===== src/rtl/netctl_pkg.sv =====
package netctl_pkg;
  localparam int unsigned DATA_W    = 8;
  localparam int unsigned ADDR_W    = 4;
  localparam int unsigned NUM_TALLY = 3;

  typedef enum logic [1:0] {
    PG_MAIN = 2'd0,
    PG_ALT  = 2'd1,
    PG_CFG  = 2'd2,
    PG_RSVD = 2'd3
  } page_e;

  localparam logic [ADDR_W-1:0] A_CMD    = 4'h0;
  localparam logic [ADDR_W-1:0] A_STAT   = 4'h7;
  localparam logic [ADDR_W-1:0] A_TALLY0 = 4'hD;
  localparam logic [ADDR_W-1:0] A_MASK   = 4'hF;

  localparam int unsigned ST_RX_OK  = 0;
  localparam int unsigned ST_TX_OK  = 1;
  localparam int unsigned ST_RX_ERR = 2;
  localparam int unsigned ST_TX_ERR = 3;
  localparam int unsigned ST_OVW    = 4;
  localparam int unsigned ST_CNT    = 5;
  localparam int unsigned ST_DMA    = 6;
  localparam int unsigned ST_RESET  = 7;

  localparam int unsigned CB_STOP = 0;
  localparam int unsigned CB_TXGO = 2;

  localparam logic [DATA_W-1:0] CMD_RESET = 8'h21;
endpackage


===== src/rtl/netctl_rst_sync.sv =====
module netctl_rst_sync (
  input  logic clk,
  input  logic rst_ni,
  output logic rst_no
);
  logic [1:0] stage_q;

  always_ff @(posedge clk or negedge rst_ni) begin
    if (!rst_ni) stage_q <= 2'b00;
    else         stage_q <= {stage_q[0], 1'b1};
  end

  assign rst_no = stage_q[1];
endmodule


===== src/rtl/netctl_cmd_reg.sv =====
module netctl_cmd_reg
  import netctl_pkg::*;
(
  input  logic              clk,
  input  logic              rst_ni,
  input  logic              wr_i,
  input  logic [DATA_W-1:0] wdata_i,
  input  logic              tx_done_i,
  output logic [DATA_W-1:0] cmd_o
);
  logic [DATA_W-1:0] cmd_q, cmd_d;
  logic              cmd_en;

  always_comb begin
    cmd_d  = cmd_q;
    cmd_en = wr_i | tx_done_i;
    if (wr_i) begin
      cmd_d          = wdata_i;
      cmd_d[CB_TXGO] = wdata_i[CB_TXGO] | (cmd_q[CB_TXGO] & ~tx_done_i);
    end else if (tx_done_i) begin
      cmd_d[CB_TXGO] = 1'b0;
    end
  end

  always_ff @(posedge clk or negedge rst_ni) begin
    if (!rst_ni)     cmd_q <= CMD_RESET;
    else if (cmd_en) cmd_q <= cmd_d;
  end

  assign cmd_o = cmd_q;

  // a pending transmit request survives until completion or rewrite
  a_r3_txp_hold: assert property (@(posedge clk) disable iff (!rst_ni)
    (cmd_q[CB_TXGO] && !tx_done_i && !wr_i) |=> cmd_q[CB_TXGO]);

  // completion drops the request unless rewritten as 1
  a_r3_txp_drop: assert property (@(posedge clk) disable iff (!rst_ni)
    (tx_done_i && !(wr_i && wdata_i[CB_TXGO])) |=> !cmd_q[CB_TXGO]);
endmodule


===== src/rtl/netctl_int_ctrl.sv =====
module netctl_int_ctrl
  import netctl_pkg::*;
(
  input  logic              clk,
  input  logic              rst_ni,
  input  logic [DATA_W-1:0] set_i,
  input  logic [DATA_W-1:0] clr_i,
  input  logic              mask_wr_i,
  input  logic [DATA_W-1:0] mask_wdata_i,
  output logic [DATA_W-1:0] status_o,
  output logic [DATA_W-1:0] mask_o,
  output logic              irq_o
);
  logic [DATA_W-1:0] status_q, status_d;
  logic [DATA_W-1:0] mask_q;
  logic              status_en;

  always_comb begin
    status_en = (set_i != '0) || (clr_i != '0);
    status_d  = (status_q & ~clr_i) | set_i;
  end

  always_ff @(posedge clk or negedge rst_ni) begin
    if (!rst_ni)        status_q <= '0;
    else if (status_en) status_q <= status_d;
  end

  always_ff @(posedge clk or negedge rst_ni) begin
    if (!rst_ni)        mask_q <= '0;
    else if (mask_wr_i) mask_q <= mask_wdata_i;
  end

  assign status_o = status_q;
  assign mask_o   = mask_q;
  assign irq_o    = |(status_q & mask_q);

  // every incoming event is latched on the next edge
  a_r4_set_sticky: assert property (@(posedge clk) disable iff (!rst_ni)
    (set_i != '0) |=> ((status_q & $past(set_i)) == $past(set_i)));

  // a ones-write with no competing event empties those bits
  a_r5_w1c: assert property (@(posedge clk) disable iff (!rst_ni)
    ((clr_i != '0) && (set_i == '0)) |=> ((status_q & $past(clr_i)) == '0));
endmodule


===== src/rtl/netctl_tally.sv =====
module netctl_tally #(
  parameter int unsigned CNT_W = 8
) (
  input  logic             clk,
  input  logic             rst_ni,
  input  logic             inc_i,
  input  logic             clr_i,
  output logic [CNT_W-1:0] cnt_o,
  output logic             ovf_o
);
  localparam logic [CNT_W-1:0] MAX = {CNT_W{1'b1}};

  logic [CNT_W-1:0] cnt_q, cnt_d, base;
  logic             cnt_en;

  always_comb begin
    base   = clr_i ? '0 : cnt_q;
    cnt_d  = (inc_i && (base != MAX)) ? base + CNT_W'(1) : base;
    cnt_en = inc_i | clr_i;
    ovf_o  = cnt_en & cnt_d[CNT_W-1] & ~cnt_q[CNT_W-1];
  end

  always_ff @(posedge clk or negedge rst_ni) begin
    if (!rst_ni)     cnt_q <= '0;
    else if (cnt_en) cnt_q <= cnt_d;
  end

  assign cnt_o = cnt_q;

  // a full tally stays full while not read
  a_r8_saturate: assert property (@(posedge clk) disable iff (!rst_ni)
    ((cnt_q == MAX) && !clr_i) |=> (cnt_q == MAX));

  // a read without a coincident event leaves zero
  a_r9_read_clear: assert property (@(posedge clk) disable iff (!rst_ni)
    (clr_i && !inc_i) |=> (cnt_q == '0));
endmodule


===== src/rtl/netctl_regfile.sv =====
module netctl_regfile
  import netctl_pkg::*;
#(
  parameter int unsigned CNT_W = 8
) (
  input  logic              clk,
  input  logic              rst_n,
  input  logic [ADDR_W-1:0] host_addr,
  input  logic              host_wr,
  input  logic              host_rd,
  input  logic [DATA_W-1:0] host_wdata,
  output logic [DATA_W-1:0] host_rdata,
  output logic              irq,
  output logic              run_stop,
  output logic              run_start,
  output logic              tx_go,
  output logic [2:0]        dma_cmd,
  input  logic              ev_rx_ok,
  input  logic              ev_tx_ok,
  input  logic              ev_rx_err,
  input  logic              ev_tx_err,
  input  logic              ev_ring_ovw,
  input  logic              ev_dma_done,
  input  logic              core_idle,
  input  logic              ev_align_err,
  input  logic              ev_crc_err,
  input  logic              ev_missed
);
  logic              rst_sync_n;
  logic [DATA_W-1:0] cmd_q, status, mask;
  logic [DATA_W-1:0] set_vec, clr_vec;
  page_e             page;
  logic              on_main, cmd_wr, mask_wr, tx_done;
  logic [NUM_TALLY-1:0] tally_ev, tally_clr, tally_ovf;
  logic [CNT_W-1:0]  tally_cnt [NUM_TALLY];

  netctl_rst_sync u_rst (
    .clk    (clk),
    .rst_ni (rst_n),
    .rst_no (rst_sync_n)
  );

  assign page    = page_e'(cmd_q[7:6]);
  assign on_main = (page == PG_MAIN);
  assign cmd_wr  = host_wr && (host_addr == A_CMD);
  assign mask_wr = host_wr && on_main && (host_addr == A_MASK);
  assign clr_vec = (host_wr && on_main && (host_addr == A_STAT)) ? host_wdata : '0;
  assign tx_done = ev_tx_ok | ev_tx_err;

  netctl_cmd_reg u_cmd (
    .clk       (clk),
    .rst_ni    (rst_sync_n),
    .wr_i      (cmd_wr),
    .wdata_i   (host_wdata),
    .tx_done_i (tx_done),
    .cmd_o     (cmd_q)
  );

  assign tally_ev = {ev_missed, ev_crc_err, ev_align_err};

  for (genvar g = 0; g < NUM_TALLY; g++) begin : g_tally
    localparam logic [ADDR_W-1:0] SLOT = A_TALLY0 + ADDR_W'(g);
    assign tally_clr[g] = host_rd && on_main && (host_addr == SLOT);
    netctl_tally #(.CNT_W(CNT_W)) u_tally (
      .clk    (clk),
      .rst_ni (rst_sync_n),
      .inc_i  (tally_ev[g]),
      .clr_i  (tally_clr[g]),
      .cnt_o  (tally_cnt[g]),
      .ovf_o  (tally_ovf[g])
    );
  end

  always_comb begin
    set_vec            = '0;
    set_vec[ST_RX_OK]  = ev_rx_ok;
    set_vec[ST_TX_OK]  = ev_tx_ok;
    set_vec[ST_RX_ERR] = ev_rx_err;
    set_vec[ST_TX_ERR] = ev_tx_err;
    set_vec[ST_OVW]    = ev_ring_ovw;
    set_vec[ST_CNT]    = |tally_ovf;
    set_vec[ST_DMA]    = ev_dma_done;
    set_vec[ST_RESET]  = cmd_q[CB_STOP] & core_idle;
  end

  netctl_int_ctrl u_int (
    .clk          (clk),
    .rst_ni       (rst_sync_n),
    .set_i        (set_vec),
    .clr_i        (clr_vec),
    .mask_wr_i    (mask_wr),
    .mask_wdata_i (host_wdata),
    .status_o     (status),
    .mask_o       (mask),
    .irq_o        (irq)
  );

  always_comb begin
    host_rdata = '0;
    if (host_addr == A_CMD) begin
      host_rdata = cmd_q;
    end else begin
      unique case (page)
        PG_MAIN: begin
          if (host_addr == A_STAT) host_rdata = status;
          for (int k = 0; k < NUM_TALLY; k++) begin
            if (host_addr == (A_TALLY0 + ADDR_W'(k))) host_rdata = DATA_W'(tally_cnt[k]);
          end
        end
        PG_CFG: begin
          if (host_addr == A_MASK) host_rdata = mask;
        end
        default: host_rdata = '0;
      endcase
    end
  end

  assign run_stop  = cmd_q[CB_STOP];
  assign run_start = cmd_q[1];
  assign tx_go     = cmd_q[CB_TXGO];
  assign dma_cmd   = cmd_q[5:3];

  // stopped and idle raises the reset-status bit on the next edge
  a_r6_stop_idle: assert property (@(posedge clk) disable iff (!rst_sync_n)
    (run_stop && core_idle) |=> status[ST_RESET]);

  // status writes off page 0 change nothing
  a_r11_off_page: assert property (@(posedge clk) disable iff (!rst_sync_n)
    (host_wr && !on_main && (host_addr == A_STAT) && (set_vec == '0)) |=> $stable(status));
endmodule


===== config.mk =====
export PLATFORM = sky130hd
export DESIGN_NAME = netctl_regfile
export DESIGN_NICKNAME = d
export VERILOG_FILES = /design/src/rtl/netctl_pkg.sv /design/src/rtl/netctl_rst_sync.sv /design/src/rtl/netctl_cmd_reg.sv /design/src/rtl/netctl_int_ctrl.sv /design/src/rtl/netctl_tally.sv /design/src/rtl/netctl_regfile.sv
export SDC_FILE = /design/constraint.sdc
export NUM_CORES = 1
export LEC_CHECK = 0
export BUFFER_PORTS_ARGS = -buffer_cell sky130_fd_sc_hd__buf_2
export CAP_MARGIN = 15
export CORE_UTILIZATION = 40
export DETAILED_ROUTE_END_ITERATION = 8
export SYNTH_ARGS = -nofsm -noshare
export SYNTH_HDL_FRONTEND = slang
export SYNTH_SLANG_ARGS = --single-unit

===== constraint.sdc =====
create_clock -name clk -period 2.7 [get_ports clk]
set_input_delay 0.27 -clock clk [delete_from_list [all_inputs] [get_ports clk]]
set_output_delay 0.27 -clock clk [all_outputs]
set_load 0.02 [all_outputs]

==> summary.md <==
| Metric | Value |
|---|---|
| Outcome | finished, final reports clean |
| Initial Util | 42.2% |
| Via/cell ratio | 5.83 |
| Setup TNS | 0 ps |
| Cell row count | 30 |
| Pwr Density | 703 nW/µm² |
| Pin count of the biggest net entering global routing | 36 |
| Critical path class | flip-flop to output pin |
| Ranking of synthesized cells by area | dfrtp_1 (41%), mux2_2 (5.8%), nand2_1 (3.8%), mux2i_1 (3.8%), nor2_1 (3.2%) |
| Ys flop type | dfrtp_1 |
| M2 GR Usage | 33.5% |
| Crit. End Element | output pin |
| GP Congestion | 0.871 |
| CORE AREA | 6940 µm² |
| Yosys warnings | 0 |
| Peak supply drop | 0.000309 V |
| Register area share after synthesis | 42.8% |
| Startpoint Class | flip-flop |
| Slew Limit Fails | 0 |
| Critical Path RT | 2430 ps |
| Mapped Avg Cell Area | 9.92 µm² |
| Number of port buffers | 40 |
| Setup repair after global routing missed its margin | no |
| LEAKAGE | 1.45 nW |
| Bufs on Longest Clock Path | 2 |
| Syn nets | 324 |
| DP HPWL | 5.64 mm |
| Hold_sp | ev_rx_err |
| Root buf cell | clkbuf_8 |
| H-Tree Depth | 2 |
| Mapped Cells | 295 |
| Ports | 41 |
| Post-route cell area | 3330 µm² |
| DRC violations left | 0 |
| ANT nets after route | 0 |
| Cell Area, Placed | 3210 µm² |
| Die width | 87.6 µm |
| Vias in the first global route | 2372 |
| Part of the cycle the worst path needs | 82.6% |
| Min Tclk post-route | 2230 ps |
| Routed WL | 7.60 mm |
| Setup WS pre-CTS | 389 ps |
| Mapped Area | 2930 µm² |
| Endpoint, Worst Hold | u_int.status_o[2] |
| Fraction of registers with async set/reset | 100% |
| Slowest stage delay, CP | 410 ps |
| Share of layout cells above drive strength 1 | 23.6% |
| Worst path slowest cell | dfrtp_1 |
| Worst R2R Path Depth | 8 |
| Post-synth top area cell | dfrtp_1 |
| Routed length per instance | 17.6 µm |
| Fmax | 0.448 GHz |
| Global route overflow | 0 |
| Die area | 7670 µm² |
| Iteration-0 DRC Markers | 140 |
| Met1 GRT Util | 32.0% |
| Layout Skew | 10.8 ps |
| Ant. Diodes | 0 |
| CP cell instances | buf_4 -> nor2_1 -> buf_4 -> and2_1 -> a21oi_1 -> a21oi_1 -> buf_2 |
| CTS tree | built |
| Die height | 87.6 µm |
| Final Hold Vio Count | 0 |
| Total track usage | 21.7% |
| Crit path max fanout | 11 |
| Setup violators final | 0 |
| Number of synthesized flops with an enable pin | 0 |
| Min-Delay Path Class | primary input to flip-flop |
| Yosys top cell area share | 41.0% |
| Max_slew headroom | 46.5% |
| DRT Pass-1 Iters | 4 |
| Number of fill cells | 675 |
| Arrival @ worst endpoint | 1960 ps |
| Clk_lat worst skew | 310 ps |
| R2r setup slk | 470 ps |
| Initial antenna violation count | 0 |
| Max cap viols | 0 |
| Worst setup margin | 469 ps |
| Vias | 2511 |
| Cells on Worst Hold Path | 2 |
| Reg-to-reg startpoint | u_cmd.cmd_o[7] |
| Nets@finish | 363 |
| Clk sinks | 50 |
| Grt met3 use | 3.30% |
| Area Growth Syn to Fin | 13.7% |
| # Post-CTS Setup Buffers | 0 |
| TritonCTS buffer count | 5 |
| Worst R2R End | g_tally[0].u_tally.cnt_o[4] |
| Busiest grt layer | met2 |
| First-pass GRT wire length | 12.6 mm |
| Seq cells post-synth | 50 |
| Worst-Margin Slew | 803 ps |
| Cell variety after synth | 58 |
| Clk slew on worst S/H paths | 110 ps |
[worst max path at each step]
stage | startpoint | to | slack [ps] | depth (start not counted)
2_1_floorplan | u_cmd.cmd_o[7] | g_tally[0].u_tally.cnt_o[0] | 520 | 8
3_3_place_gp | host_addr[0] | g_tally[0].u_tally.cnt_o[0] | 460 | 9
3_5_place_dp | host_addr[3] | g_tally[1].u_tally.cnt_o[6] | 390 | 9
4_1_cts | u_cmd.cmd_o[7] | host_rdata[3] | 470 | 7
5_1_grt | u_cmd.cmd_o[7] | g_tally[0].u_tally.cnt_o[4] | 300 | 8
6_report | u_cmd.cmd_o[7] | host_rdata[3] | 470 | 7
[repair_timing]
item | in CTS | in global routing
setup endpoints to repair | 0 | 0
hold endpoints to repair | 2 | 0
gates resized for setup | 0 | 0
hold buffers | 1 | 0
[worst max-delay path: cells and delay by family, from the launching register on]
kind | cells | cell delay (ps)
AOI/OAI and AO/OA | 2 | 320
buffers and inverters | 3 | 550
DFF | 1 | 410
and+or+nand+nor | 2 | 380
[metrics by stage]
stage,utilization (%),total power [W],hold WS [ps],instances
after global routing,47.9,0.00248,123,431
after floorplan,-,0.00156,-25.6,295
after detailed placement,46.2,0.00179,59.7,422
final,47.9,0.00234,122,431
after CTS,47.9,0.00234,122,431
after global placement,46.2,0.00178,55.7,422
[registers in the layout, indices dropped and copies added (netlist names)]
name	flops
u_rst.stage_q	2
g_tally.u_tally.cnt_o	24
u_int.status_o	8
u_int.mask_o	8
u_cmd.cmd_o	8
[synth_stat cells, types with 2 or more instances]
master / count
nand3_1: 6
and2_1: 10
dfrtp_1: 48
buf_4: 3
dfstp_2: 2
a311oi_1: 2
a21o_1: 6
a21oi_1: 18
a22oi_1: 11
nand4_1: 8
a22o_1: 3
nor2b_1: 3
buf_6: 2
mux2i_1: 11
and4b_1: 2
o211ai_1: 3
nor3b_1: 2
o32a_1: 6
xnor2_1: 2
nor2_1: 25
buf_2: 4
or4_1: 2
o211a_1: 2
o21ai_0: 10
nor3_1: 5
a32o_1: 2
clkbuf_1: 5
nand2_1: 30
a2bb2oi_1: 2
ha_1: 3
and4_1: 8
mux2_2: 15
and3_1: 4
nand3b_1: 3
a31oi_1: 3
xor2_1: 2
[cells in the final DEF, fill, tap and decap left out, types with 3 or more instances in the layout]
cell | Yosys | routed
mux2_2 | 15 | 15
and3_1 | 4 | 4
buf_2 | 4 | 40
ha_1 | 3 | 3
nand3_1 | 6 | 6
a22o_1 | 3 | 3
nand4_1 | 8 | 8
a22oi_1 | 11 | 11
o21ai_0 | 10 | 10
dfrtp_1 | 48 | 47
mux2i_1 | 11 | 11
o32a_1 | 6 | 6
nor2_1 | 25 | 25
nand3b_1 | 3 | 3
clkbuf_8 | 0 | 5
a21o_1 | 6 | 6
a31oi_1 | 3 | 3
buf_4 | 3 | 6
nor2b_1 | 3 | 3
a21oi_1 | 18 | 18
o211ai_1 | 3 | 3
nand2_1 | 30 | 30
and4_1 | 8 | 8
nor3_1 | 5 | 5
and2_1 | 10 | 10
[per-layer routing]
layer,share of wire [%],vias up
met2,46,76
li1,-,1196
met3,4.6,9
met1,48,1230
met4,1.2,0
met5,0,-
[kinds of logic after synthesis]
family                   count (synthesis)  synth area share (%)
buffers and inverters                   16                  3.16
AO/OA/AOI/OAI                           76                  18.6
multiplexers                            26                  9.53
other                                    1                 0.128
flip-flops                              50                  42.8
adder cells (fa/ha/maj)                  3                  1.28
AND/OR/NAND/NOR                        119                  23.3
XOR/XNOR                                 4                  1.20
[where the power goes]
part	switching, W	internal (W)	leakage [nW]
logic	0.000317	0.000294	0.790
registers	0.000247	0.000923	0.598
clock network	0.000279	0.000278	0.0585
[area by class of cell]
class	instances	area (µm²)	area share [%]
Inverter	1	3.75	0.113
Clock buffer	5	68.8	2.07
Multi-Input combinational cell	229	1580	47.5
Sequential cell	50	1250	37.7
Tap cell	96	120	3.61
Timing Repair Buffer	47	255	7.67
Clock inverter	3	43.8	1.32
Note: power is estimated with default switching activity, not from simulation.
